### config.mk
export PLATFORM = sky130hd
export DESIGN_NAME = sdr_burst_datapath
export DESIGN_NICKNAME = d
export VERILOG_FILES = /design/src/rtl/sdr_dp_pkg.sv /design/src/rtl/sdr_dp_fsm.sv /design/src/rtl/sdr_dp_rdpack.sv /design/src/rtl/sdr_dp_wrdrive.sv /design/src/rtl/sdr_burst_datapath.sv
export SDC_FILE = /design/constraint.sdc
export NUM_CORES = 1
export LEC_CHECK = 0
export ABC_AREA = 1
export BUFFER_PORTS_ARGS = -buffer_cell sky130_fd_sc_hd__buf_2
export CAP_MARGIN = 10
export CORE_AREA = 4 4 109 111
export CTS_CLUSTER_DIAMETER = 60
export DETAILED_ROUTE_END_ITERATION = 6
export DIE_AREA = 0 0 113 115
export PLACE_DENSITY = 0.78
export SLEW_MARGIN = 20
export SYNTH_ARGS = -nofsm -noshare
export SYNTH_HDL_FRONTEND = slang
export SYNTH_SLANG_ARGS = --single-unit
### constraint.sdc
create_clock -name clk -period 2.8 [get_ports clk]
set_input_delay 0.56 -clock clk [delete_from_list [all_inputs] [get_ports clk]]
set_output_delay 0.56 -clock clk [all_outputs]
set_load 0.01 [all_outputs]
### src/rtl/sdr_dp_pkg.sv
package sdr_dp_pkg;
  typedef enum logic [2:0] {
    DP_IDLE,
    DP_WAIT_CL,
    DP_READ,
    DP_WRITE,
    DP_WAIT_WR,
    DP_DONE
  } dp_state_e;
endpackage

### src/rtl/sdr_dp_fsm.sv
module sdr_dp_fsm
  import sdr_dp_pkg::*;
#(
  parameter int RATIO   = 4,
  parameter int CAS_LAT = 2,
  parameter int TWR_CYC = 2,
  localparam int BW     = (RATIO > 1) ? $clog2(RATIO) : 1,
  localparam int MAXW   = (CAS_LAT > TWR_CYC) ? CAS_LAT : TWR_CYC,
  localparam int CW     = $clog2(MAXW + 1)
) (
  input  logic          clk,
  input  logic          rst,
  input  logic          data_en,
  input  logic          pend_rd,
  input  logic          pend_wr,
  output dp_state_e     st,
  output logic [BW-1:0] beat,
  output logic          last_beat
);
  dp_state_e     nxt;
  logic [CW-1:0] wcnt;

  assign last_beat = (beat == BW'(RATIO - 1));

  always_comb begin
    nxt = st;
    unique case (st)
      DP_IDLE: begin
        if (data_en && pend_rd)      nxt = DP_WAIT_CL;
        else if (data_en && pend_wr) nxt = DP_WRITE;
      end
      DP_WAIT_CL: if (wcnt == CW'(CAS_LAT - 2)) nxt = DP_READ;
      DP_READ:    if (last_beat && !pend_rd) nxt = DP_DONE;
      DP_WRITE:   if (last_beat && !pend_wr) nxt = DP_WAIT_WR;
      DP_WAIT_WR: if (wcnt == CW'(TWR_CYC - 1)) nxt = DP_DONE;
      DP_DONE:    nxt = DP_IDLE;
      default:    nxt = DP_IDLE;
    endcase
  end

  always_ff @(posedge clk) begin
    if (rst) begin
      st   <= DP_IDLE;
      wcnt <= '0;
      beat <= '0;
    end else begin
      st <= nxt;
      if (st != nxt)
        wcnt <= '0;
      else if (st == DP_WAIT_CL || st == DP_WAIT_WR)
        wcnt <= wcnt + 1'b1;
      if (st == DP_READ || st == DP_WRITE)
        beat <= last_beat ? '0 : beat + 1'b1;
      else
        beat <= '0;
    end
  end
endmodule

### src/rtl/sdr_dp_rdpack.sv
module sdr_dp_rdpack #(
  parameter int HOST_W = 64,
  parameter int MEM_W  = 16
) (
  input  logic              clk,
  input  logic              rst,
  input  logic              capture,
  input  logic              word_end,
  input  logic [MEM_W-1:0]  dq_i,
  output logic [HOST_W-1:0] rdata,
  output logic              rvalid
);
  logic [HOST_W-1:0] acc;

  // Earlier beats move toward the MSB; the newest beat lands at the bottom.
  function automatic logic [HOST_W-1:0] shift_in(logic [HOST_W-1:0] a,
                                                 logic [MEM_W-1:0]  d);
    logic [HOST_W-1:0] t;
    t = a << MEM_W;
    t[MEM_W-1:0] = d;
    return t;
  endfunction

  always_ff @(posedge clk) begin
    if (rst) begin
      acc    <= '0;
      rdata  <= '0;
      rvalid <= 1'b0;
    end else begin
      rvalid <= capture && word_end;
      if (capture) begin
        acc <= shift_in(acc, dq_i);
        if (word_end) rdata <= shift_in(acc, dq_i);
      end
    end
  end
endmodule

### src/rtl/sdr_dp_wrdrive.sv
module sdr_dp_wrdrive #(
  parameter int HOST_W      = 64,
  parameter int MEM_W       = 16,
  parameter bit POSEDGE_OUT = 1'b0,
  localparam int RATIO      = HOST_W / MEM_W,
  localparam int NB         = HOST_W / 8,
  localparam int MB         = MEM_W / 8,
  localparam int BW         = (RATIO > 1) ? $clog2(RATIO) : 1
) (
  input  logic              clk,
  input  logic              rst,
  input  logic              drive,
  input  logic [BW-1:0]     beat,
  input  logic [HOST_W-1:0] wdata,
  input  logic [NB-1:0]     be,
  output logic [MEM_W-1:0]  dq_o,
  output logic [MB-1:0]     dqm,
  output logic              dq_t
);
  function automatic logic [MEM_W-1:0] data_beat(logic [HOST_W-1:0] w,
                                                 logic [BW-1:0]     b);
    logic [HOST_W-1:0] s;
    s = w >> (HOST_W - MEM_W * (int'(b) + 1));
    return s[MEM_W-1:0];
  endfunction

  function automatic logic [MB-1:0] mask_beat(logic [NB-1:0] e,
                                              logic [BW-1:0] b);
    logic [NB-1:0] s;
    s = e >> (NB - MB * (int'(b) + 1));
    return ~s[MB-1:0];
  endfunction

  logic [MEM_W-1:0] nx_o;
  logic [MB-1:0]    nx_m;
  logic             nx_t;

  always_comb begin
    nx_o = drive ? data_beat(wdata, beat) : '0;
    nx_m = drive ? mask_beat(be, beat) : '0;
    nx_t = !drive;
  end

  generate
    if (POSEDGE_OUT) begin : g_rise
      always_ff @(posedge clk) begin
        if (rst) begin
          dq_o <= '0; dqm <= '0; dq_t <= 1'b1;
        end else begin
          dq_o <= nx_o; dqm <= nx_m; dq_t <= nx_t;
        end
      end
    end else begin : g_fall
      always_ff @(negedge clk) begin
        if (rst) begin
          dq_o <= '0; dqm <= '0; dq_t <= 1'b1;
        end else begin
          dq_o <= nx_o; dqm <= nx_m; dq_t <= nx_t;
        end
      end
    end
  endgenerate
endmodule

### src/rtl/sdr_burst_datapath.sv
module sdr_burst_datapath
  import sdr_dp_pkg::*;
#(
  parameter int HOST_W      = 64,
  parameter int MEM_W       = 16,
  parameter int CAS_LAT     = 2,
  parameter int TWR_CYC     = 2,
  parameter bit POSEDGE_OUT = 1'b0,
  localparam int RATIO      = HOST_W / MEM_W,
  localparam int NB         = HOST_W / 8,
  localparam int MB         = MEM_W / 8,
  localparam int BW         = (RATIO > 1) ? $clog2(RATIO) : 1
) (
  input  logic              clk,
  input  logic              rst,
  input  logic              data_en,
  input  logic              pend_rd,
  input  logic              pend_wr,
  input  logic [HOST_W-1:0] host_wdata,
  input  logic [NB-1:0]     host_be,
  input  logic [MEM_W-1:0]  mem_dq_i,
  output logic [HOST_W-1:0] host_rdata,
  output logic              host_rvalid,
  output logic              host_wnext,
  output logic              xfer_done,
  output logic [MEM_W-1:0]  mem_dq_o,
  output logic [MB-1:0]     mem_dqm,
  output logic              mem_dq_t
);
  dp_state_e     st;
  logic [BW-1:0] beat;
  logic          last_beat;

  // Named state events, used by the bound checker.
  logic in_idle, in_wcl, in_read, in_write, in_twr, in_done;
  assign in_idle  = (st == DP_IDLE);
  assign in_wcl   = (st == DP_WAIT_CL);
  assign in_read  = (st == DP_READ);
  assign in_write = (st == DP_WRITE);
  assign in_twr   = (st == DP_WAIT_WR);
  assign in_done  = (st == DP_DONE);

  assign xfer_done  = in_done;
  assign host_wnext = in_write && last_beat;

  sdr_dp_fsm #(.RATIO(RATIO), .CAS_LAT(CAS_LAT), .TWR_CYC(TWR_CYC)) u_fsm (
    .clk(clk), .rst(rst), .data_en(data_en), .pend_rd(pend_rd),
    .pend_wr(pend_wr), .st(st), .beat(beat), .last_beat(last_beat)
  );

  sdr_dp_rdpack #(.HOST_W(HOST_W), .MEM_W(MEM_W)) u_rd (
    .clk(clk), .rst(rst), .capture(in_read), .word_end(last_beat),
    .dq_i(mem_dq_i), .rdata(host_rdata), .rvalid(host_rvalid)
  );

  sdr_dp_wrdrive #(.HOST_W(HOST_W), .MEM_W(MEM_W), .POSEDGE_OUT(POSEDGE_OUT)) u_wr (
    .clk(clk), .rst(rst), .drive(in_write), .beat(beat), .wdata(host_wdata),
    .be(host_be), .dq_o(mem_dq_o), .dqm(mem_dqm), .dq_t(mem_dq_t)
  );
endmodule

* Yosys cells after proc, flatten, opt, wreduce, memory -nomap -nowiden
Index checks and enable logic that the tools add are counted.
Word-level totals: input port bits 93, logic and storage cells 51, output and inout bits 86, register bits after elaboration 139
Operators by class: shift-type cells 2, reductions and logical operators 17, bitwise gates (word level) 3, eq/ne operators 8, add/sub/neg operators 5, multiplexer cells 7
Operator list (number):
- $shr A64 B32 Y16 | 1
- $shr A8 B32 Y2 | 1
- $sub A5 B32 Y32 const A | 1
- $mux W3 | 6
- $pmux W3 S5 | 1
- $sub A7 B7 Y8 const A | 1
- $eq A3 B2 Y1 const B | 2
- $eq A3 B3 Y1 const B | 2
- $logic_and A1 B1 Y1 | 6
- $add A2 B1 Y2 const B | 2
- $reduce_or A2 Y1 | 2
- $add A2 B1 Y3 const B | 1
- $eq A3 B1 Y1 const B | 1
- $logic_not A1 Y1 | 3
- $logic_not A3 Y1 | 1
- $ne A3 B3 Y1 | 1
- $reduce_or A3 Y1 | 1
- $eq A2 B1 Y1 const B | 1
- $eq A2 B2 Y1 const B | 1
- $logic_not A2 Y1 | 1
- $logic_or A1 B1 Y1 | 2
- $not A1 Y1 | 2
- $not A2 Y2 | 1
- $reduce_and A2 Y1 | 1

* Longest topological paths before layout
Gate-level depths: netlist (run 1).
depth after elaboration 6, gate-level depth with buffers 10, gate-level depth less buffers 10

* Cells and area by module
From an unflattened synthesis (run 1), not the netlist that was laid out.
Second synthesis, totals: cell total of the unflattened synthesis 799, area, all modules 5669.2 µm²
By module, submodules not included:
- sdr_dp_rdpack | area an instance 3967.6 µm², sequential area each 2262.2 µm², instances 1, cells each 520
- sdr_dp_wrdrive | area an instance 1192.4 µm², sequential area each 380.4 µm², instances 1, cells each 199
- sdr_dp_fsm | area an instance 466.7 µm², sequential area each 140.1 µm², instances 1, cells each 71
- sdr_burst_datapath | area an instance 42.5 µm², sequential area each 0.0 µm², instances 1, cells each 9

==> flow_summary.yaml, run 1 <==
place:
  place_congestion: 0.851
  port_buffers: 178
  dp_hpwl_um: 10700
worst_setup_path:
  slowest_delay_ns: 0.33
  cp_cell_sequence: "buf_6, ha_4, inv_4, or2_4, clkinv_4, buf_6, nand2_2, o211ai_1, a21oi_1"
  cp-start-kind: "flop"
  crit_path_max_fanout: 4
  slowest_stage: "dfxtp_2"
  cp_data_required_time_ns: 1.76
  cp-end-kind: "flop"
  criticalPathCategory: "flop to flop"
  cpMostUsedCell: "buf_6"
  arrival_ns: 1.87
floorplan:
  die_x_um: 113
  num_rows: 38
  die_h_um: 115
  core_sq_um: 10800
  io-pin-count: 179
  start_util_pct: 50.0
  die_area_sq_um: 13000
sta:
  maxSlewHeadroom_pct: 43.2
  finalHoldViolCount: 0
  worst_pin_slew_ns: 0.851
  slew_violations: 0
  setup_viol: 37
  finalSetupTns_ns: -1.96
  rsz0062_at_grt: "true"
  timing.final.ws_setup_ns: -0.104
  whs_ns: 0.251
  clock_skew_ns: 0.0251
cts:
  clk_pin_slew_ns: 0.06
  clk_latency_ns: 0.51
  cts_buffers: 17
  holdBufCountCts: 0
  cts_buffer_depth: 2
  cts_tree: "yes"
  htree_levels: 4
  cts.sinks: 139
  clock-root-buffer: "clkbuf_8"
cells_and_area:
  nets: 951
  nFillCells: 869
  final_util_pct: 67.7
  multi_input_area_sq_um: 2250
  antenna_cells: 0
  seq_area_sq_um: 2800
  final_common_cell: "buf_2"
  synthToLayoutAreaGrowth_pct: 35.3
  drive_gt1_share_pct: 35.7
  layout_common_cells: "166 x buf_2, 125 x dfxtp_1, 97 x nand2_1"
global_routing:
  grt_pass1_vias: 5157
  antenna_found_initial: 0
  grt_usage_pct: 23.4
  grt_pass1_wl_um: 24800
  grt_overflow: 0
  grt_start_max_net_pins: 86
drt:
  avgViaCountPerCell: 5.25
  num_vias: 5279
  route.detailed.drc: 0
  dr.first_iter.drc_count: 450
  antenna_left: 0
  routed_wl_um: 15400
  wire_per_inst_um: 15.3
  dr.pass1.iters: 6
synthesis:
  yosysUniqueCellTypes: 28
  synth_area_leaders: "dfxtp_1 52%, nand2_1 7.7%, nand3_1 6.3%, a21oi_1 5.4%, o21ai_0 5.4%"
  synth_ff_type: "dfxtp_1"
  seq_area_frac_synth_pct: 51.5
  synth_warnings: 0
  yosys.area.top_type: "dfxtp_1"
  synth_edf_count: 0
  synth_top_cell_area_share_pct: 51.5
  synthesis.area_sq_um: 5400
  synthArstFlopShare_pct: 0
  synth_seq_cells: 139
  synth_fp_nets: 756
  syn_inst: 658
  avgSynthCellArea_sq_um: 8.21
min_path:
  hold_class: "input pin to flop"
power_and_ir_drop:
  power.leakage_nw: 3.50
  vdd_drop_max_mv: 0.353
  power_density_nw_per_um2: 654
run_status:
  outcome: "finished, violations left"
  violations: "negative setup slack"
job:
  max_cap_viol_count: 0
-- cells in the mapped netlist, types with 15 or more instances --
master / n
a21oi_1: 58
a22o_1: 16
a31oi_1: 15
buf_2: 17
clkbuf_1: 19
dfxtp_1: 139
inv_1: 55
nand2_1: 111
nand3_1: 68
nor2_1: 41
o21ai_0: 58
o21ai_2: 30
-- metal layers --
layer	track usage [%]	wire, um
met5	0	0
met4	9.62	409
met3	5.68	1040
met1	28.4	6260
met2	40.1	7680
-- registers in the layout, indices dropped and copies added, names as in the netlist --
signal,cells
u_rd.rdata,64
u_rd.acc,48
u_wr.dq_o,16
u_fsm.st,3
u_fsm.beat,2
u_fsm.wcnt,2
u_wr.dqm,2
u_rd.rvalid,1
u_wr.dq_t,1
-- cell families after synthesis --
family,share of synthesized area (%)
XOR/XNOR,0.162
buffers and inverters,8.16
AO/OA/AOI/OAI,20.6
AND/OR/NAND/NOR,18.4
adder cells (fa/ha/maj),1.16
flip-flops,51.5
-- area by class of cell --
cell class | count | area share [%]
flip-flops and latches | 139 | 38.3
repair buffers | 203 | 16.7
inverters | 58 | 3.12
multi-input cells | 415 | 30.8
well taps | 140 | 2.40
clock inverters | 33 | 2.72
clock buffers | 18 | 5.86
-- critical path, delay by kind of cell (launching register included) --
| family | cells | cell delay [ns] |
|---|---|---|
| adder cells (fa/ha/maj) | 1 | 0.26 |
| flip-flops | 1 | 0.33 |
| AO/OA/AOI/OAI | 2 | 0.17 |
| AND/OR/NAND/NOR | 2 | 0.26 |
| buffers and inverters | 4 | 0.33 |
-- what timing repair did --
item	in CTS	in global routing
pin swaps	13	9
setup endpoints to repair	37	37
gates resized for setup	45	18
gates cloned	2	0
buffers inserted	3	0
-- where the power goes --
| group | switching, mW | internal, mW |
|---|---|---|
| Sequential | 0.0410 | 2.06 |
| Combinational | 0.301 | 0.189 |
| Clock | 0.938 | 1.25 |
| Total | 1.28 | 3.50 |
-- through the flow --
| stage | std cells | power (mW) | cell area [sq um] | setup WS [ns] |
|---|---|---|---|---|
| 2_1_floorplan | 658 | 2.47 | 5420 | 0.00102 |
| 3_3_place_gp | 951 | 2.62 | 6410 | 0.0205 |
| 3_5_place_dp | 951 | 2.63 | 6410 | -0.0471 |
| 4_1_cts | 1006 | 4.80 | 7250 | -0.101 |
| 5_1_grt | 1006 | 4.99 | 7310 | -0.177 |
| 6_report | 1006 | 4.78 | 7310 | -0.104 |
-- path summary, 6_finish.rpt --
check	startpoint	slack [ns]	to	cells past startpoint
setup / recovery	u_fsm.beat[0]	-0.10	u_wr.dqm[1]	9
hold reg to reg	u_rd.acc[35]	0.46	u_rd.rdata[51]	2
setup reg to reg	u_fsm.beat[0]	-0.10	u_wr.dqm[1]	9
hold / removal	mem_dq_i[7]	0.25	u_rd.rdata[7]	3
No activity file was read; power rests on OpenSTA's default activity.
==> run 2, diff against run 1 <==
- CTS_BUF_LIST: unset -> sky130_fd_sc_hd__clkbuf_8
- REMOVE_ABC_BUFFERS: unset -> 1
==> run 2 against run 1 <==
Effect of this change:
- the flow still finishes with violations (negative setup slack)
- hold slack improved by 0.062 ns
- sequential power is essentially flat
- final area grew 1.6%
- core utilization is 1.1 points higher
- first-iteration DRC count is 12% lower
- flip-flop and latch count did not move
- setup slack better by 0.057 ns
- die area is the same
- clock skew decreased by 0.0061 ns
- clock-buffer cell count fell by 1
- clock power decreased by 17%
- largest power group is now sequential cells
==> flow_summary.yaml, run 2 (synthesized netlist as in run 1, its figures left out) <==
worst_setup_path:
  r2r_setup_slack_ns: -0.01
  arrival_ns: 2.29
  startpoint: "u_wr.dq_o[1]"
  critPathTopFamily: "flip-flops"
  crit_path_max_fanout: 1
  r2r-start: "u_fsm.beat[1]"
  slowest_stage: "dfxtp_2"
  slowest_delay_ns: 0.32
  path_depth: 1
  reg2reg_to: "u_wr.dq_o[5]"
  crit_end: "mem_dq_o[1]"
  cp_data_required_time_ns: 2.24
  cp_cell_sequence: "buf_6"
  criticalPathCategory: "flop to primary output"
  cp-start-kind: "flop"
  rr_worst_depth: 7
  path_buf_inv: 1
  cp-end-kind: "primary output"
cells_and_area:
  multi_input_area_sq_um: 2360
  drive_gt1_share_pct: 37.6
  layout_common_cells: "166 x buf_2, 124 x dfxtp_1, 96 x nand2_1"
  reg_top3: "u_rd.rdata x64, u_rd.acc x48, u_wr.dq_o x16"
  largest_register_ffs: 64
  top_register: "u_rd.rdata"
  nFillCells: 887
  fin_cells: 1018
  final_common_cell: "buf_2"
  nets: 962
  synthToLayoutAreaGrowth_pct: 37.5
  seq_area_sq_um: 2800
global_routing:
  grt_pass1_wl_um: 24000
  grt_start_max_net_pins: 73
  grt_overflow: 0
  antenna_found_initial: 0
  grt_usage_pct: 22.8
  grt_pass1_vias: 5118
place:
  port_buffers: 178
  dp_hpwl_um: 10200
  dpl_worst_slack_ns: -0.0473
  place_congestion: 0.897
  dp_cells: 955
drt:
  antenna_left: 0
  routed_wl_um: 15700
  wire_per_inst_um: 15.5
  num_vias: 5404
  avgViaCountPerCell: 5.31
  route.detailed.drc: 0
  dr.first_iter.drc_count: 394
  dr.pass1.iters: 5
sta:
  setup_viol: 22
  maxSlewHeadroom_pct: 56.1
  clock_skew_ns: 0.0190
  worst_pin_slew_ns: 0.659
  slew_violations: 0
  timing.final.ws_setup_ns: -0.0473
  finalHoldViolCount: 0
  rsz0062_at_grt: "true"
power_and_ir_drop:
  vdd_drop_max_mv: 0.381
  power.leakage_nw: 3.53
  power_density_nw_per_um2: 598
cts:
  clk_pin_slew_ns: 0.08
  cts_tree: "yes"
  cts_buffers: 17
  htree_levels: 4
  cts.sinks: 139
  clock-root-buffer: "clkbuf_8"
  clk_latency_ns: 0.46
  cts_buffer_depth: 2
run_status:
  violations: "negative setup slack"
  outcome: "finished, violations left"
floorplan:
  die_h_um: 115
  die_x_um: 113
  io-pin-count: 179
  num_rows: 38
  start_util_pct: 50.0
  core_sq_um: 10800
  die_area_sq_um: 13000
min_path:
  hold_class: "input pin to flop"
job:
  max_cap_viol_count: 0
run 2: cell types whose count changed in the layout (fill, tap and decap cells not counted), moves of 2 or more:
cell	delta
a31oi_1	-6
a31oi_4	+5
buf_12	+3
buf_4	+6
bufinv_16	+2
clkbuf_16	-14
clkbuf_8	+15
clkinv_4	+3
inv_6	-2
nand2_4	+2
run 2: metal layers:
metal / global-route usage, % / wire length [um]
met2: 39.2 / 7950
met4: 7.13 / 257
met1: 26.3 / 6030
met3: 8.95 / 1510
met5: 0 / 0
run 2: worst min-delay path by stage:
stage                     end  slack [ns]  depth (start not counted)         start
5_1_grt         u_rd.rdata[4]        0.30                          3   mem_dq_i[4]
4_1_cts         u_rd.rdata[7]        0.29                          3   mem_dq_i[7]
6_report       u_rd.rdata[12]        0.31                          3  mem_dq_i[12]
3_5_place_dp     u_rd.acc[34]        0.44                          2  u_rd.acc[34]
2_1_floorplan    u_rd.acc[32]        0.43                          2  u_rd.acc[32]
3_3_place_gp     u_rd.acc[35]        0.44                          2  u_rd.acc[35]
run 2: what timing repair did:
item,4_1_cts,5_1_grt
pin swaps,1,18
setup endpoints to repair,37,36
setup buffers,0,8
hold buffers,0,0
cloned,1,3
gates resized for setup,30,55
run 2: area by class of cell:
type / instances / share of cell area [%]
Multi-Input combinational cell: 415 / 31.8
Clock inverter: 34 / 3.45
Clock buffer: 17 / 3.15
Inverter: 58 / 3.10
Tap cell: 140 / 2.36
Timing Repair Buffer: 214 / 18.3
Sequential cell: 139 / 37.7
Antenna cell: 1 / 0.0337
run 2: metrics by stage:
step                hold slack [ns]  util (%)  area [sq um]  power, mW  TNS, ns
detailed placement            0.443      59.9          6470       2.63   -0.314
global route                  0.296      68.8          7420       4.67    -1.77
global placement              0.439      59.9          6470       2.62        0
CTS                           0.292      65.6          7080       4.40   -0.867
floorplan                     0.432         -          5180       2.44   -17.26
finish                        0.313      68.8          7430       4.44   -0.506
run 2: power by group:
part	switching (mW)	total [mW]	internal, mW	leakage (nW)
Combinational	0.321	0.538	0.217	2.09
Clock	0.882	1.81	0.928	0.308
Sequential	0.0362	2.09	2.06	1.13
==> run 3, diff against run 2 <==
--- a/constraint.sdc
+++ b/constraint.sdc
@@ -3,2 +3,2 @@
 set_output_delay 0.56 -clock clk [all_outputs]
-set_load 0.01 [all_outputs]
+set_load 0.1 [all_outputs]
==> run 3 against run 2 <==
Effect of this change:
- the run still ends with negative setup slack left
- global-route usage is 0.26 points higher
- first-iteration DRC count is 0.25% lower
- register-to-register slack worse by 0.03 ns
- combinational power is 5.4% higher
- clock power is 4% lower
- via count is 2.0% lower
- largest cell class unchanged
- critical path depth stayed put
- critical path type unchanged
==> flow_summary.yaml, run 3 (synthesized netlist as in run 1, its figures left out) <==
run_status:
  outcome: "finished, violations left"
  violations: "negative setup slack"
worst_setup_path:
  slowest_delay_ns: 0.34
  slowest_stage: "dfxtp_2"
  critPathTopFamily: "flip-flops"
  cp_data_required_time_ns: 2.24
  rr_worst_depth: 8
  path_buf_inv: 1
  r2r_setup_slack_ns: -0.04
  r2r-start: "u_fsm.beat[1]"
  reg2reg_to: "u_wr.dqm[0]"
  crit_path_max_fanout: 1
  criticalPathCategory: "flop to primary output"
  cp-start-kind: "flop"
  arrival_ns: 2.37
  cp-end-kind: "primary output"
  cp_cell_sequence: "buf_12"
floorplan:
  die_x_um: 113
  num_rows: 38
  core_sq_um: 10800
  start_util_pct: 50.0
  die_h_um: 115
  io-pin-count: 179
  die_area_sq_um: 13000
place:
  port_buffers: 178
  dp_hpwl_um: 10400
  place_congestion: 0.866
  dpl_worst_slack_ns: -0.0687
  placed_area_sq_um: 6770
global_routing:
  grt_pass1_wl_um: 24400
  grt_pass1_vias: 5183
  antenna_found_initial: 0
  grt_overflow: 0
  grt_usage_pct: 23.1
  grt_start_max_net_pins: 69
job:
  max_cap_viol_count: 0
power_and_ir_drop:
  power.leakage_nw: 3.59
  power_density_nw_per_um2: 573
  vdd_drop_max_mv: 0.426
  seq_power_share_pct: 47.6
  clkPwrFrac_pct: 39.5
  p_comb_share_pct: 12.9
  p_sw_mw: 1.20
  p_int_mw: 3.19
  p_sw_share_pct: 27.4
sta:
  finalSetupTns_ns: -2.12
  maxSlewHeadroom_pct: 58.9
  setup_viol: 24
  slew_violations: 0
  rsz0062_at_grt: "true"
  clock_skew_ns: 0.0295
  finalHoldViolCount: 0
  timing.final.ws_setup_ns: -0.131
  worst_pin_slew_ns: 0.617
cts:
  holdBufCountCts: 0
  clock-root-buffer: "clkbuf_8"
  cts_tree: "yes"
  cts_buffers: 17
  cts.sinks: 139
  htree_levels: 4
  clk_pin_slew_ns: 0.08
  cts_buffer_depth: 2
  clk_latency_ns: 0.46
cells_and_area:
  final_common_cell: "buf_2"
  reg_top3: "u_rd.rdata x64, u_rd.acc x48, u_wr.dq_o x16"
  drive_gt1_share_pct: 38.4
  antenna_cells: 0
  top_register: "u_rd.rdata"
  nets: 955
  nFillCells: 824
  largest_register_ffs: 64
  layout_common_cells: "159 x buf_2, 118 x dfxtp_1, 92 x nand2_1"
  stdcell_area_sq_um: 7670
  synthToLayoutAreaGrowth_pct: 42.1
min_path:
  hp-start: "mem_dq_i[6]"
  whs_endpoint: "u_rd.rdata[6]"
  min_path_cells: 3
  hold_class: "input pin to flop"
drt:
  route.detailed.drc: 0
  routed_wl_um: 15400
  wire_per_inst_um: 15.3
  avgViaCountPerCell: 5.25
  num_vias: 5295
  dr.first_iter.drc_count: 393
  dr.pass1.iters: 6
  antenna_left: 0
-- run 3: per-layer routing --
layer  global-route usage [%]  vias to the layer above  wire (um)
met1                     27.5                     2429       6350
li1                         -                     2596          -
met4                     7.61                        0        225
met3                     7.53                       27       1350
met5                        0                        -          0
met2                     39.5                      243       7530
-- run 3: through the flow --
stage | util [%] | cells | hold WS [ns] | power (mW)
after floorplan | - | 613 | 0.432 | 2.46
after global placement | 62.7 | 955 | 0.440 | 2.66
after detailed placement | 62.7 | 955 | 0.441 | 2.67
after CTS | 67.9 | 1004 | 0.306 | 4.35
after global routing | 71.1 | 1008 | 0.312 | 4.60
final | 71.1 | 1008 | 0.325 | 4.40
-- run 3: layout make-up --
cell class / instances / area [sq um] / share of cell area [%]
tap: 140 / 175 / 2.28
multi-input combinational: 415 / 2470 / 32.2
clock buffer: 18 / 248 / 3.23
inverter: 58 / 228 / 2.97
clock inverter: 31 / 215 / 2.80
timing repair buffer: 207 / 1520 / 19.8
sequential: 139 / 2810 / 36.7
-- run 3: power by group through the flow --
stage          registers, mW  logic, mW  clock network, mW
3_3_place_gp            2.13      0.481             0.0437
2_1_floorplan           2.16      0.259             0.0437
5_1_grt                 2.10      0.622               1.88
6_report                2.09      0.567               1.74
4_1_cts                 2.09      0.504               1.75
3_5_place_dp            2.14      0.489             0.0437
-- run 3: what timing repair did --
item / in CTS / in global routing
resized for setup: 32 / 58
gates cloned: 1 / 2
pin swaps: 3 / 20
endpoints found under the setup margin: 37 / 37
buffers inserted: 0 / 2
-- run 3: worst max path at each step --
stage,startpoint,endpoint,slack (ns),depth (start not counted)
floorplan,u_fsm.beat[0],u_wr.dqm[0],-1.02,7
global placement,u_fsm.beat[0],u_wr.dqm[0],-0.02,8
detailed placement,u_fsm.beat[1],u_wr.dqm[0],-0.07,8
CTS,u_wr.dq_o[7],mem_dq_o[7],-0.15,1
global route,u_wr.dq_o[9],mem_dq_o[9],-0.18,1
finish,u_wr.dq_o[10],mem_dq_o[10],-0.13,1
-- run 3: worst reg2reg max path, delay by kind of cell, from the launching register on --
family	cells	cell delay [ns]
compound gates	2	0.17
buf+inv	3	0.24
simple gates	2	0.27
fa+ha+maj	1	0.27
flops	1	0.37
